<file path="src/rtl/rowcopy_dram_pkg.sv">
package rowcopy_dram_pkg;

  // Copy sequencing phase of the bank
  typedef enum logic [2:0] {
    PH_IDLE       = 3'd0,  // no row open
    PH_OPEN       = 3'd1,  // normal row open
    PH_SRC_OPEN   = 3'd2,  // copy source open, snapshot held
    PH_SRC_CLOSED = 3'd3,  // source refreshed, waiting for destination
    PH_DST_OPEN   = 3'd4   // destination open, snapshot pending
  } cpy_phase_e;

endpackage

</file>
<file path="src/rtl/rcu_cell_array.sv">
module rcu_cell_array #(
  parameter int ROWS  = 16,
  parameter int ROW_W = 16,
  parameter int RAW   = 4
) (
  input  logic             clk,
  input  logic             wr_en,
  input  logic [RAW-1:0]   wr_row,
  input  logic [ROW_W-1:0] wr_data,
  input  logic [RAW-1:0]   rd_row,
  output logic [ROW_W-1:0] rd_data
);

  logic [ROW_W-1:0] cells_q [ROWS];

  // One enabled register per row; storage has no reset, as in a real array
  for (genvar r = 0; r < ROWS; r++) begin : g_row
    logic row_we;
    assign row_we = wr_en && (wr_row == RAW'(r));
    always_ff @(posedge clk) begin
      if (row_we) begin
        cells_q[r] <= wr_data;
      end
    end
  end

  always_comb begin
    rd_data = '0;
    for (int r = 0; r < ROWS; r++) begin
      if (rd_row == RAW'(r)) begin
        rd_data = cells_q[r];
      end
    end
  end

endmodule

</file>
<file path="src/rtl/rcu_row_latch.sv">
module rcu_row_latch #(
  parameter int ROW_W = 16,
  parameter int COL_W = 4,
  parameter int NCOL  = 4,
  parameter int CAW   = 2
) (
  input  logic             clk,
  input  logic             rst_n,
  input  logic             load_en,
  input  logic [ROW_W-1:0] load_data,
  input  logic             col_wr_en,
  input  logic             col_rd_en,
  input  logic [CAW-1:0]   col_addr,
  input  logic [COL_W-1:0] col_wdata,
  output logic [COL_W-1:0] col_rdata,
  output logic [ROW_W-1:0] row_q
);

  logic [ROW_W-1:0] row_d;
  logic [COL_W-1:0] rdata_q;
  logic [COL_W-1:0] rdata_d;

  // Next-state: activation load wins over a column write in the same cycle
  for (genvar c = 0; c < NCOL; c++) begin : g_col
    always_comb begin
      if (load_en) begin
        row_d[c*COL_W +: COL_W] = load_data[c*COL_W +: COL_W];
      end else if (col_wr_en && (col_addr == CAW'(c))) begin
        row_d[c*COL_W +: COL_W] = col_wdata;
      end else begin
        row_d[c*COL_W +: COL_W] = row_q[c*COL_W +: COL_W];
      end
    end
  end

  always_comb begin
    rdata_d = rdata_q;
    for (int c = 0; c < NCOL; c++) begin
      if (col_rd_en && (col_addr == CAW'(c))) begin
        rdata_d = row_q[c*COL_W +: COL_W];
      end
    end
  end

  always_ff @(posedge clk or negedge rst_n) begin
    if (!rst_n) begin
      row_q   <= '0;
      rdata_q <= '0;
    end else begin
      row_q <= row_d;
      if (col_rd_en) begin
        rdata_q <= rdata_d;
      end
    end
  end

  assign col_rdata = rdata_q;

endmodule

</file>
<file path="src/rtl/rcu_snapshot_path.sv">
module rcu_snapshot_path #(
  parameter int ROW_W = 16
) (
  input  logic             clk,
  input  logic             rst_n,
  input  logic             cap_en,
  input  logic [ROW_W-1:0] cap_data,
  input  logic             sel_buf,
  input  logic [ROW_W-1:0] latch_data,
  output logic [ROW_W-1:0] wb_data
);

  logic [ROW_W-1:0] buf_q;
  logic [ROW_W-1:0] buf_d;

  always_comb begin
    buf_d = cap_en ? cap_data : buf_q;
  end

  always_ff @(posedge clk or negedge rst_n) begin
    if (!rst_n) begin
      buf_q <= '0;
    end else if (cap_en) begin
      buf_q <= buf_d;
    end
  end

  // Write-back selector: latch normally, snapshot for a copy write-back
  always_comb begin
    wb_data = sel_buf ? buf_q : latch_data;
  end

endmodule

</file>
<file path="src/rtl/rcu_copy_seq.sv">
module rcu_copy_seq
  import rowcopy_dram_pkg::*;
#(
  parameter int RAW = 4
) (
  input  logic           clk,
  input  logic           rst_n,
  input  logic           ras,
  input  logic           rw,
  input  logic           ws,
  input  logic [RAW-1:0] row_addr,
  output logic           latch_load,
  output logic           buf_load,
  output logic           wb_en,
  output logic           wb_sel_buf,
  output logic [RAW-1:0] wb_row,
  output logic           done,
  output logic           err
);

  cpy_phase_e     phase_q, phase_d;
  logic [RAW-1:0] open_q, open_d;
  logic [RAW-1:0] src_q, src_d;
  logic           pend_q, pend_d;
  logic           done_q;
  logic           err_q, err_d;

  always_comb begin
    phase_d    = phase_q;
    open_d     = open_q;
    src_d      = src_q;
    latch_load = 1'b0;
    buf_load   = 1'b0;
    wb_en      = 1'b0;
    wb_sel_buf = 1'b0;
    pend_d     = 1'b0;
    err_d      = 1'b0;
    if (ras) begin
      latch_load = 1'b1;
      open_d     = row_addr;
      if (phase_q == PH_SRC_CLOSED) begin
        if (row_addr == src_q) begin
          err_d   = 1'b1;
          phase_d = PH_OPEN;
        end else begin
          phase_d = PH_DST_OPEN;
        end
      end else if (ws) begin
        buf_load = 1'b1;
        src_d    = row_addr;
        phase_d  = PH_SRC_OPEN;
      end else begin
        phase_d = PH_OPEN;
      end
    end else if (rw) begin
      case (phase_q)
        PH_OPEN: begin
          wb_en   = 1'b1;
          phase_d = PH_IDLE;
        end
        PH_SRC_OPEN: begin
          wb_en   = 1'b1;
          phase_d = PH_SRC_CLOSED;
        end
        PH_DST_OPEN: begin
          wb_en   = 1'b1;
          phase_d = PH_IDLE;
          if (ws) begin
            wb_sel_buf = 1'b1;
            pend_d     = 1'b1;
          end
        end
        default: begin
          phase_d = phase_q;
        end
      endcase
    end
  end

  always_ff @(posedge clk or negedge rst_n) begin
    if (!rst_n) begin
      phase_q <= PH_IDLE;
      open_q  <= '0;
      src_q   <= '0;
      pend_q  <= 1'b0;
      done_q  <= 1'b0;
      err_q   <= 1'b0;
    end else begin
      phase_q <= phase_d;
      if (ras) begin
        open_q <= open_d;
      end
      if (buf_load) begin
        src_q <= src_d;
      end
      pend_q <= pend_d;
      done_q <= pend_q;
      err_q  <= err_d;
    end
  end

  assign wb_row = open_q;
  assign done   = done_q;
  assign err    = err_q;

endmodule

</file>
<file path="src/rtl/rowcopy_dram_bank.sv">
module rowcopy_dram_bank #(
  parameter int ROWS  = 16,
  parameter int ROW_W = 16,
  parameter int COL_W = 4,
  localparam int NCOL = ROW_W / COL_W,
  localparam int RAW  = (ROWS > 1) ? $clog2(ROWS) : 1,
  localparam int CAW  = (NCOL > 1) ? $clog2(NCOL) : 1
) (
  input  logic             clk,
  input  logic             rst_n,
  input  logic [RAW-1:0]   row_addr_i,
  input  logic             ras_i,
  input  logic             rw_i,
  input  logic             ws_i,
  input  logic [CAW-1:0]   col_addr_i,
  input  logic             col_rd_i,
  input  logic             col_wr_i,
  input  logic [COL_W-1:0] col_wdata_i,
  output logic [COL_W-1:0] col_rdata_o,
  output logic             cpy_done_o,
  output logic             cpy_err_o
);

  logic             latch_load;
  logic             buf_load;
  logic             wb_en;
  logic             wb_sel_buf;
  logic [RAW-1:0]   wb_row;
  logic [ROW_W-1:0] array_rd;
  logic [ROW_W-1:0] latch_row;
  logic [ROW_W-1:0] wb_data;

  rcu_copy_seq #(.RAW(RAW)) seq_i (
    .clk        (clk),
    .rst_n      (rst_n),
    .ras        (ras_i),
    .rw         (rw_i),
    .ws         (ws_i),
    .row_addr   (row_addr_i),
    .latch_load (latch_load),
    .buf_load   (buf_load),
    .wb_en      (wb_en),
    .wb_sel_buf (wb_sel_buf),
    .wb_row     (wb_row),
    .done       (cpy_done_o),
    .err        (cpy_err_o)
  );

  rcu_cell_array #(.ROWS(ROWS), .ROW_W(ROW_W), .RAW(RAW)) array_i (
    .clk     (clk),
    .wr_en   (wb_en),
    .wr_row  (wb_row),
    .wr_data (wb_data),
    .rd_row  (row_addr_i),
    .rd_data (array_rd)
  );

  rcu_row_latch #(.ROW_W(ROW_W), .COL_W(COL_W), .NCOL(NCOL), .CAW(CAW)) latch_i (
    .clk       (clk),
    .rst_n     (rst_n),
    .load_en   (latch_load),
    .load_data (array_rd),
    .col_wr_en (col_wr_i),
    .col_rd_en (col_rd_i),
    .col_addr  (col_addr_i),
    .col_wdata (col_wdata_i),
    .col_rdata (col_rdata_o),
    .row_q     (latch_row)
  );

  rcu_snapshot_path #(.ROW_W(ROW_W)) snap_i (
    .clk        (clk),
    .rst_n      (rst_n),
    .cap_en     (buf_load),
    .cap_data   (array_rd),
    .sel_buf    (wb_sel_buf),
    .latch_data (latch_row),
    .wb_data    (wb_data)
  );

endmodule

</file>
<file path="config.mk">
export PLATFORM = sky130hd
export DESIGN_NAME = rowcopy_dram_bank
export DESIGN_NICKNAME = d
export VERILOG_FILES = /design/src/rtl/rowcopy_dram_pkg.sv /design/src/rtl/rcu_cell_array.sv /design/src/rtl/rcu_row_latch.sv /design/src/rtl/rcu_snapshot_path.sv /design/src/rtl/rcu_copy_seq.sv /design/src/rtl/rowcopy_dram_bank.sv
export SDC_FILE = /design/constraint.sdc
export NUM_CORES = 1
export LEC_CHECK = 0
export BUFFER_PORTS_ARGS = -buffer_cell sky130_fd_sc_hd__clkbuf_2
export CAP_MARGIN = 20
export CORE_AREA = 2 2 158 160
export CTS_CLUSTER_DIAMETER = 50
export CTS_CLUSTER_SIZE = 25
export DETAILED_ROUTE_END_ITERATION = 12
export DIE_AREA = 0 0 160 162
export PLACE_DENSITY = 0.76
export SYNTH_ARGS = -nofsm -noshare
export SYNTH_HDL_FRONTEND = slang
export SYNTH_HIERARCHICAL = 1
export SYNTH_SLANG_ARGS = --single-unit
</file>
<file path="constraint.sdc">
create_clock -name clk -period 9 [get_ports clk]
set_clock_uncertainty 0.15 [all_clocks]
set_input_delay 1.8 -clock clk [delete_from_list [all_inputs] [get_ports clk]]
set_output_delay 1.8 -clock clk [all_outputs]
set_load 0.02 [all_outputs]
</file>
# Word level (Yosys, flattened, before mapping)
# Memory sizes are Yosys's and may differ from the RTL's.
# Cells that the tools add are included.
# op_classes
eq_ne	38
mux	125
bitwise	1
n_reduce_logical	54
# ops
operator	n
16-bit 2-to-1 mux	32
16-bit OR reduction	15
4-bit 2-to-1 mux	27
4-bit equality test (second input constant)	16
1-bit 2-to-1 mux	60
4-bit by 3-bit equality test with 1-bit output (second input constant)	8
1-bit logical AND	24
4-bit by 2-bit equality test with 1-bit output (second input constant)	4
3-bit 2-to-1 mux	4
2-bit nonzero test	5
4-bit by 1-bit equality test with 1-bit output (second input constant)	2
4-bit zero test	2
3-bit by 2-bit equality test with 1-bit output (second input constant)	2
3-bit one-hot mux with 2 select lines	1
2-bit equality test (second input constant)	2
4-bit equality test	1
2-bit AND reduction	2
4-bit AND reduction	1
4-bit nonzero test	1
3-bit by 1-bit equality test with 1-bit output (second input constant)	1
3-bit equality test (second input constant)	1
3-bit nonzero test	1
3-bit OR reduction	1
2-bit by 1-bit equality test with 1-bit output (second input constant)	1
other kinds (4)	4
# word_totals
reg_bits	50
ram_bits	256
out_inout_bits	6
mem_count	1
# memory_table
memory	words	width	rd	rd_clocked_by_memory_dff	wr	line_no	rtl
array_i.cells_q	16	16	16	0	1	rcu_cell_array.sv:14	logic [ROW_W-1:0] cells_q [ROWS];

# Logic depth before layout (Yosys ltp)
# Gate-level depths: netlist of the first run.
# depth
ltp_word	24
mapped_depth	10

# Cells and area by module
# Netlist of the first run, hierarchy kept.
# modules_own_cells
module	instances	cells_each	area_per_inst_um2	seq_area_each_um2
rcu_cell_array	1	672	10538.9	7687.4
rcu_row_latch	1	119	1097.3	500.5
rcu_snapshot_path	1	52	898.4	400.4
rcu_copy_seq	1	48	619.3	350.3

# Worst setup path before layout of the first run
# Ideal clock, no wire load.
# synth_timing
path_type	input-to-reg
start	input ras_i
end	memory array_i.cells_q[0][0] (enable)
setup_ns	0.409
arrival_time_ns	3.855
required_time_ns	8.441
path_slack_ns	4.586
stages	5
cell_sequence	buf_2 > inv_1 > and3_1 > or3b_2 > nor3_1
# synth_between
elab_cells_between_ends	94
# synth_rtl
element	line_no	rtl
start: declaration	rowcopy_dram_bank.sv:12	input logic ras_i,
1-bit 2-to-1 mux	rcu_copy_seq.sv:38	if (ras) begin
via wb_en	rowcopy_dram_bank.sv:26	logic wb_en;
1-bit logical AND	rcu_cell_array.sv:19	assign row_we = wr_en && (wr_row == RAW'(r));
via array_i.g_row[0].row_we	rcu_cell_array.sv:18	logic row_we;
1-bit 2-to-1 mux	rcu_cell_array.sv:21	if (row_we) begin
1-bit 2-to-1 mux (not written as such)	rcu_cell_array.sv:22	cells_q[r] <= wr_data;
1-bit 2-to-1 mux (no source line) (15 in series)	-	
end: declaration	rcu_cell_array.sv:14	
# The timed path passes the listed nets, and every way through them passes these cells.

# Final worst setup path of the first run
# layout_timing
start	input row_addr_i[0]
end	register latch_i.row_q[8]
# layout_between
elab_chain_cells	18
elab_cells_between_ends	33
# layout_lines
element	line_no	rtl
start: declaration	rowcopy_dram_bank.sv:11	input logic [RAW-1:0] row_addr_i,
4-bit zero test	rcu_cell_array.sv:30	if (rd_row == RAW'(r)) begin
16-bit 2-to-1 mux (15 in series)	rcu_cell_array.sv:30	
16-bit 2-to-1 mux (*)	rcu_cell_array.sv:30	
via array_rd[8]	rowcopy_dram_bank.sv:29	logic [ROW_W-1:0] array_rd;
4-bit 2-to-1 mux (*)	rcu_row_latch.sv:26	if (load_en) begin
end signal: assignment	rcu_row_latch.sv:50	row_q <= row_d;
end: declaration	rcu_row_latch.sv:16	output logic [ROW_W-1:0] row_q
# The timed path passes the listed nets; every way through them passes the cells marked *.
# A chain may end at the register's enable or synchronous reset.

==> results_dict.tcl, run 1 <==
set metrics [dict create \
    setup_tns_ns 0 \
    worst_hold_slack_ns 0.212 \
    worst_pin_slew_ns 1.12 \
    synthToLayoutAreaGrowth_pct 10.4 \
    dieHeight_um 162 \
    cts_tree "built" \
    switchingPower_w 0.000811 \
    rr_endpoint "array_i/cells_q[1][70]" \
    cts_max_path_buffers 3 \
    dieArea_um2 25900 \
    cts_buffers 29 \
    wirelength_um 29000 \
    first_iter_violations 869 \
    cts_sinks 306 \
    final_nets 933 \
    path_max_fanout 64 \
    yosys_warnings 6 \
    vias 7759 \
    synth_top_area_share_pct 58.4 \
    core-area_um2 24100 \
    cp-start-kind "input port" \
    synth_edf_count 256 \
    fin_util_pct 60.3 \
    drive_gt1_share_pct 19.7 \
    grt_max_degree 65 \
    dr.pass1.iters 5 \
    synth_most_common_cell "edfxtp_1" \
    clkLatencyLatePin_ns 0.55 \
    synth_area_leader_cell "edfxtp_1" \
    power.leakage_nw 5.07 \
    clock-root-buffer "clkbuf_16" \
    diodes 0 \
    drc 0 \
    clk_pin_slew_worst_paths_ns 0.07 \
    synthArstFlopShare_pct 16.3 \
    crit_type "in -> reg" \
    min_path_type "reg -> reg" \
    start_util_pct 54.6 \
    n_fill_cell 1843 \
    layout.cells.non_filler 1262 \
    p_per_area_nw_per_um2 226 \
    wl_met2_um 14400 \
    maxCapViolations 0 \
    antenna_found_initial 0 \
    whs_path_depth 0 \
    die_x_um 160 \
    setup_violations 0 \
    reg2reg_slack_ns 6.32 \
    ff2ff_path_depth 5 \
    synth_area_per_cell_um2 14.8 \
    ir_drop_mv 0.147 \
    p_sw_share_pct 24.7 \
    syn_inst 891 \
    wl_met1_um 11800 \
    wl_per_cell_um 23.0 \
    synth-seq-cells 306 \
    postCtsSetupRepairBufs 0 \
    fin_crit_sh_pct 47.7 \
    holdPathEnd "seq_i/done" \
    slew_headroom_pct 25.5 \
    dp_hpwl_um 18100 \
    rsz0062_at_grt "false" \
    via_per_inst 6.15 \
    hold_buffers 0 \
    cts_resized 0 \
    timing.final.crit_period_ns 4.29 \
    placed_cells 1209 \
    p_comb_share_pct 10.0 \
    clock.fmax_mhz 233 \
    maxUsedRoutingLayer "met4" \
    pin_count 23 \
    synth_cell_types 67 \
    port-buffer-count 22 \
    clkPwrFrac_pct 38.7 \
    internal_power_w 0.00247 \
    synth-main-ff-cell "edfxtp_1" \
    grt_first_pass_wirelength_um 45000 \
    ys_seq_area_share_pct 68.0 \
    syn_area_um2 13200 \
    place_congestion 0.857 \
    hold_violations 0 \
    worstPathRequired_ns 9.32 \
    grt_usage_pct 22.5 \
    critPathArrivalTime_ns 4.61 \
    rows 57 \
    synth_commonest_cells "edfxtp_1 (256), a21oi_1 (63), nand2_1 (52)" \
    htreeDepth 1 \
    drv_slew 0 \
    hold_start "seq_i/pend_q" \
    ys_top_cells_by_area "edfxtp_1 (58%), dfrtp_1 (9.5%), mux2_2 (3.7%)" \
    worstReg2RegStart "seq_i/phase_q[2]" \
    met3_length_um 2220 \
    synthesis.nets 908 \
    grt-ovfl-total 0 \
    end_kind "register" \
    seqPwrFrac_pct 51.3 \
    grt_pass1_vias 7828 \
    detail-route-antenna-nets 0 \
    status "completed" \
]
-- metrics by stage --
step                cell area [um2]  worst slack (ns)  total power (W)
CTS                           14500              4.74          0.00330
global placement              13500              4.21          0.00203
global route                  14500              4.51          0.00339
floorplan                     13200              4.59          0.00194
finish                        14500              4.71          0.00328
detailed placement            13500              4.18          0.00204
-- metal layers --
layer | track usage [%] | up-vias
li1 | - | 3488
met1 | 31.5 | 3884
met2 | 37.8 | 339
met3 | 2.86 | 48
met4 | 5.77 | 0
met5 | 0 | -
-- flip-flops by register name, indices dropped and copies added, names as in the netlist --
name and cells:
latch_i/col_rdata 4, seq_i/wb_row 4, snap_i/buf_q 16, array_i/cells_q 256
seq_i/pend_q 1, seq_i/src_q 4, seq_i/phase_q 3, seq_i/err 1
latch_i/row_q 16, seq_i/done 1
-- power groups by stage --
stage                     clock network (W)  registers (W)  logic [W]
after floorplan                           0        0.00170   0.000239
after global placement                    0        0.00171   0.000318
after detailed placement                  0        0.00171   0.000329
after CTS                           0.00128        0.00168   0.000330
after global routing                0.00134        0.00169   0.000357
final                               0.00127        0.00168   0.000329
-- cells by family (layout without fill, tap and decap cells) --
kind of cell | after synthesis | after routing | synth area share [%]
compound gates | 214 | 214 | 10.6
xor+xnor | 5 | 5 | 0.333
buf+inv | 66 | 113 | 3.05
flops | 306 | 306 | 68.0
mux | 119 | 119 | 11.0
simple gates | 181 | 181 | 7.07
-- layout make-up --
class	count	area, um2	area share (%)
Timing Repair Buffer	44	280	1.93
Tap cell	324	405	2.79
Clock buffer	30	729	5.02
Multi-Input combinational cell	519	3840	26.5
Sequential cell	306	8940	61.5
Inverter	16	60.1	0.413
Clock inverter	23	268	1.84
-- worst max path at each step --
stage | startpoint | end | slack [ns] | depth (start not counted)
after floorplan | ras_i | array_i/cells_q[0][0] | 4.59 | 5
final | row_addr_i[0] | latch_i/row_q[8] | 4.71 | 9
after CTS | row_addr_i[0] | latch_i/row_q[8] | 4.74 | 9
after global placement | row_addr_i[0] | snap_i/buf_q[9] | 4.21 | 8
after detailed placement | row_addr_i[0] | latch_i/row_q[8] | 4.18 | 9
after global routing | row_addr_i[0] | snap_i/buf_q[9] | 4.51 | 8
-- worst max-delay path, cell delays in order --
cell	delay, ns
buf_4	0.67
buf_4	0.61
nor2b_2	0.44
a21oi_1	0.14
nor2_1	0.15
a31oi_1	0.07
o211ai_1	0.44
nor2b_1	0.10
a21oi_1	0.13
-- layout by cell type (no fill, tap or decap), types with 24 or more instances in the layout --
cell type / n
mux2_2: 43
edfxtp_1: 256
buf_4: 24
dfrtp_1: 50
mux2i_1: 47
nand2_1: 52
clkbuf_16: 29
nor2_1: 44
o21ai_0: 42
a21oi_1: 63
Note: power is estimated with default switching activity, not from simulation.
==> inputs of run 2 (changes only) <==
==> constraint.sdc (replaced) <==
create_clock -name clk -period 4.4 [get_ports clk]
set_clock_uncertainty 0.15 [all_clocks]
set_input_delay 0.88 -clock clk [delete_from_list [all_inputs] [get_ports clk]]
set_output_delay 0.88 -clock clk [all_outputs]
set_load 0.02 [all_outputs]
==> run 2 against run 1 <==
Effect of this change:
- first-iteration DRC count fell by 16%
- die area did not move
- design area rose by 0.73%
- power rose by 100%
- via count rose by 1.6%
- largest power group unchanged
- flip-flop and latch count did not move
- combinational power rose by 110%
- worst setup slack got worse by 3.4 ns
- clock power rose by 99%
- wire length rose by 4.1%
==> results_dict.tcl, run 2 (same netlist as run 1, synthesis figures left out) <==
set metrics [dict create \
    status "completed" \
    cts_buffers 28 \
    maxCapViolations 0 \
    port-buffer-count 22 \
    htreeDepth 1 \
    worstPathRequired_ns 4.73 \
    cts_resized 0 \
    timing.final.crit_period_ns 3.05 \
    grt_pass1_vias 7980 \
    rsz0062_at_grt "false" \
    grt_max_degree 56 \
    crit_start "row_addr_i[2]" \
    setup_violations 0 \
    antenna_found_initial 0 \
    reg_top3 "array_i/cells_q x256, latch_i/row_q x16, snap_i/buf_q x16" \
    cts_tree "built" \
    largest_register_ffs 256 \
    core-area_um2 24100 \
    crit_type "in -> reg" \
    wirelength_um 30200 \
    via_per_inst 6.19 \
    layout_setup_ws_ns 1.35 \
    hold_violations 0 \
    pin_count 23 \
    final_nets 946 \
    end_kind "register" \
    ir_drop_mv 0.319 \
    postCtsSetupRepairBufs 0 \
    clock.fmax_mhz 328 \
    slew_headroom_pct 39.8 \
    reg2reg_slack_ns 1.77 \
    clk_pin_slew_worst_paths_ns 0.08 \
    drive_gt1_share_pct 20.8 \
    setup_tns_ns 0 \
    wl_per_cell_um 23.7 \
    detail-route-antenna-nets 0 \
    top_register "array_i/cells_q" \
    fin_crit_sh_pct 69.3 \
    cts_sinks 306 \
    worstReg2RegStart "seq_i/phase_q[0]" \
    grt_first_pass_wirelength_um 46700 \
    path_max_fanout 33 \
    clkLatencyLatePin_ns 0.56 \
    clock-root-buffer "clkbuf_16" \
    ff2ff_path_depth 6 \
    total_power_w 0.00667 \
    rr_endpoint "array_i/cells_q[0][42]" \
    place_congestion 0.867 \
    start_util_pct 54.6 \
    min_path_type "in -> async" \
    first_iter_violations 728 \
    p_per_area_nw_per_um2 456 \
    dr.pass1.iters 7 \
    rows 57 \
    dpl_worst_slack_ns 0.820 \
    die_x_um 160 \
    critPathArrivalTime_ns 3.38 \
    dieArea_um2 25900 \
    n_fill_cell 1823 \
    drc 0 \
    cts_max_path_buffers 3 \
    multi_input_area_um2 3840 \
    synthToLayoutAreaGrowth_pct 11.2 \
    cp-start-kind "input port" \
    grt-ovfl-total 0 \
    diodes 0 \
    seqCellArea_um2 8940 \
    dp_hpwl_um 19700 \
    drv_slew 0 \
    hold_buffers 0 \
    worst_pin_slew_ns 0.903 \
    dieHeight_um 162 \
    grt_usage_pct 23.6 \
    vias 7881 \
    layout_commonest_cell "edfxtp_1" \
    power.leakage_nw 5.14 \
    final_cell_mix "edfxtp_1 (256), a21oi_1 (63), nand2_1 (52)" \
]
-- run 2: cell count changes in the layout (fill, tap and decap cells not counted), sizes merged --
cell      previous run  this run
inv                 27        24
bufinv               3         0
clkinv               7        12
buf                 24        38
clkinvlp             2         1
-- run 2: critical path, cell delays in order --
cell and delay [ns]:
clkbuf_2 0.49, buf_4 0.37, nand2b_1 0.25, or2_2 0.40, o21ai_0 0.24, nand2_1 0.12
a32oi_1 0.37, nor2b_1 0.10, a21oi_1 0.13
-- run 2: worst max-delay path by stage --
| stage | endpoint | slack, ns | depth (start not counted) |
|---|---|---|---|
| 2_1_floorplan | array_i/cells_q[0][0] | 0.91 | 5 |
| 5_1_grt | latch_i/row_q[0] | 1.22 | 9 |
| 4_1_cts | latch_i/row_q[0] | 1.37 | 9 |
| 3_5_place_dp | latch_i/row_q[0] | 0.82 | 9 |
| 3_3_place_gp | snap_i/buf_q[4] | 0.82 | 8 |
| 6_report | latch_i/row_q[0] | 1.35 | 9 |
-- run 2: stage by stage --
stage,util (%),std cells,area (um2),hold slack (ns)
detailed placement,56.6,1223,13600,0.190
floorplan,-,891,13200,0.181
finish,60.7,1274,14600,0.178
CTS,60.7,1274,14600,0.189
global route,60.7,1274,14600,0.222
global placement,56.6,1223,13600,0.184
-- run 2: final cells by class --
| class | instances | area share [%] |
|---|---|---|
| sequential | 306 | 61.1 |
| multi-input combinational | 519 | 26.2 |
| clock buffer | 30 | 4.99 |
| tap | 324 | 2.77 |
| timing repair buffer | 58 | 2.72 |
| clock inverter | 21 | 1.80 |
| inverter | 16 | 0.410 |
-- run 2: layer usage --
| metal | track usage (%) | part of all wire, % | wire length (um) | vias up |
|---|---|---|---|---|
| met3 | 4.24 | 6.9 | 2100 | 84 |
| li1 | - | - | - | 3518 |
| met4 | 8.60 | 3.7 | 1120 | 0 |
| met2 | 39.1 | 49 | 14700 | 352 |
| met1 | 31.7 | 41 | 12200 | 3927 |
| met5 | 0 | 0 | 0 | - |
-- run 2: power breakdown --
part           internal (W)  leakage, nW  total (W)  switching (W)
Sequential          0.00335         2.90    0.00344      0.0000935
Clock               0.00129        0.474    0.00253        0.00123
Combinational      0.000280         1.77   0.000703       0.000424
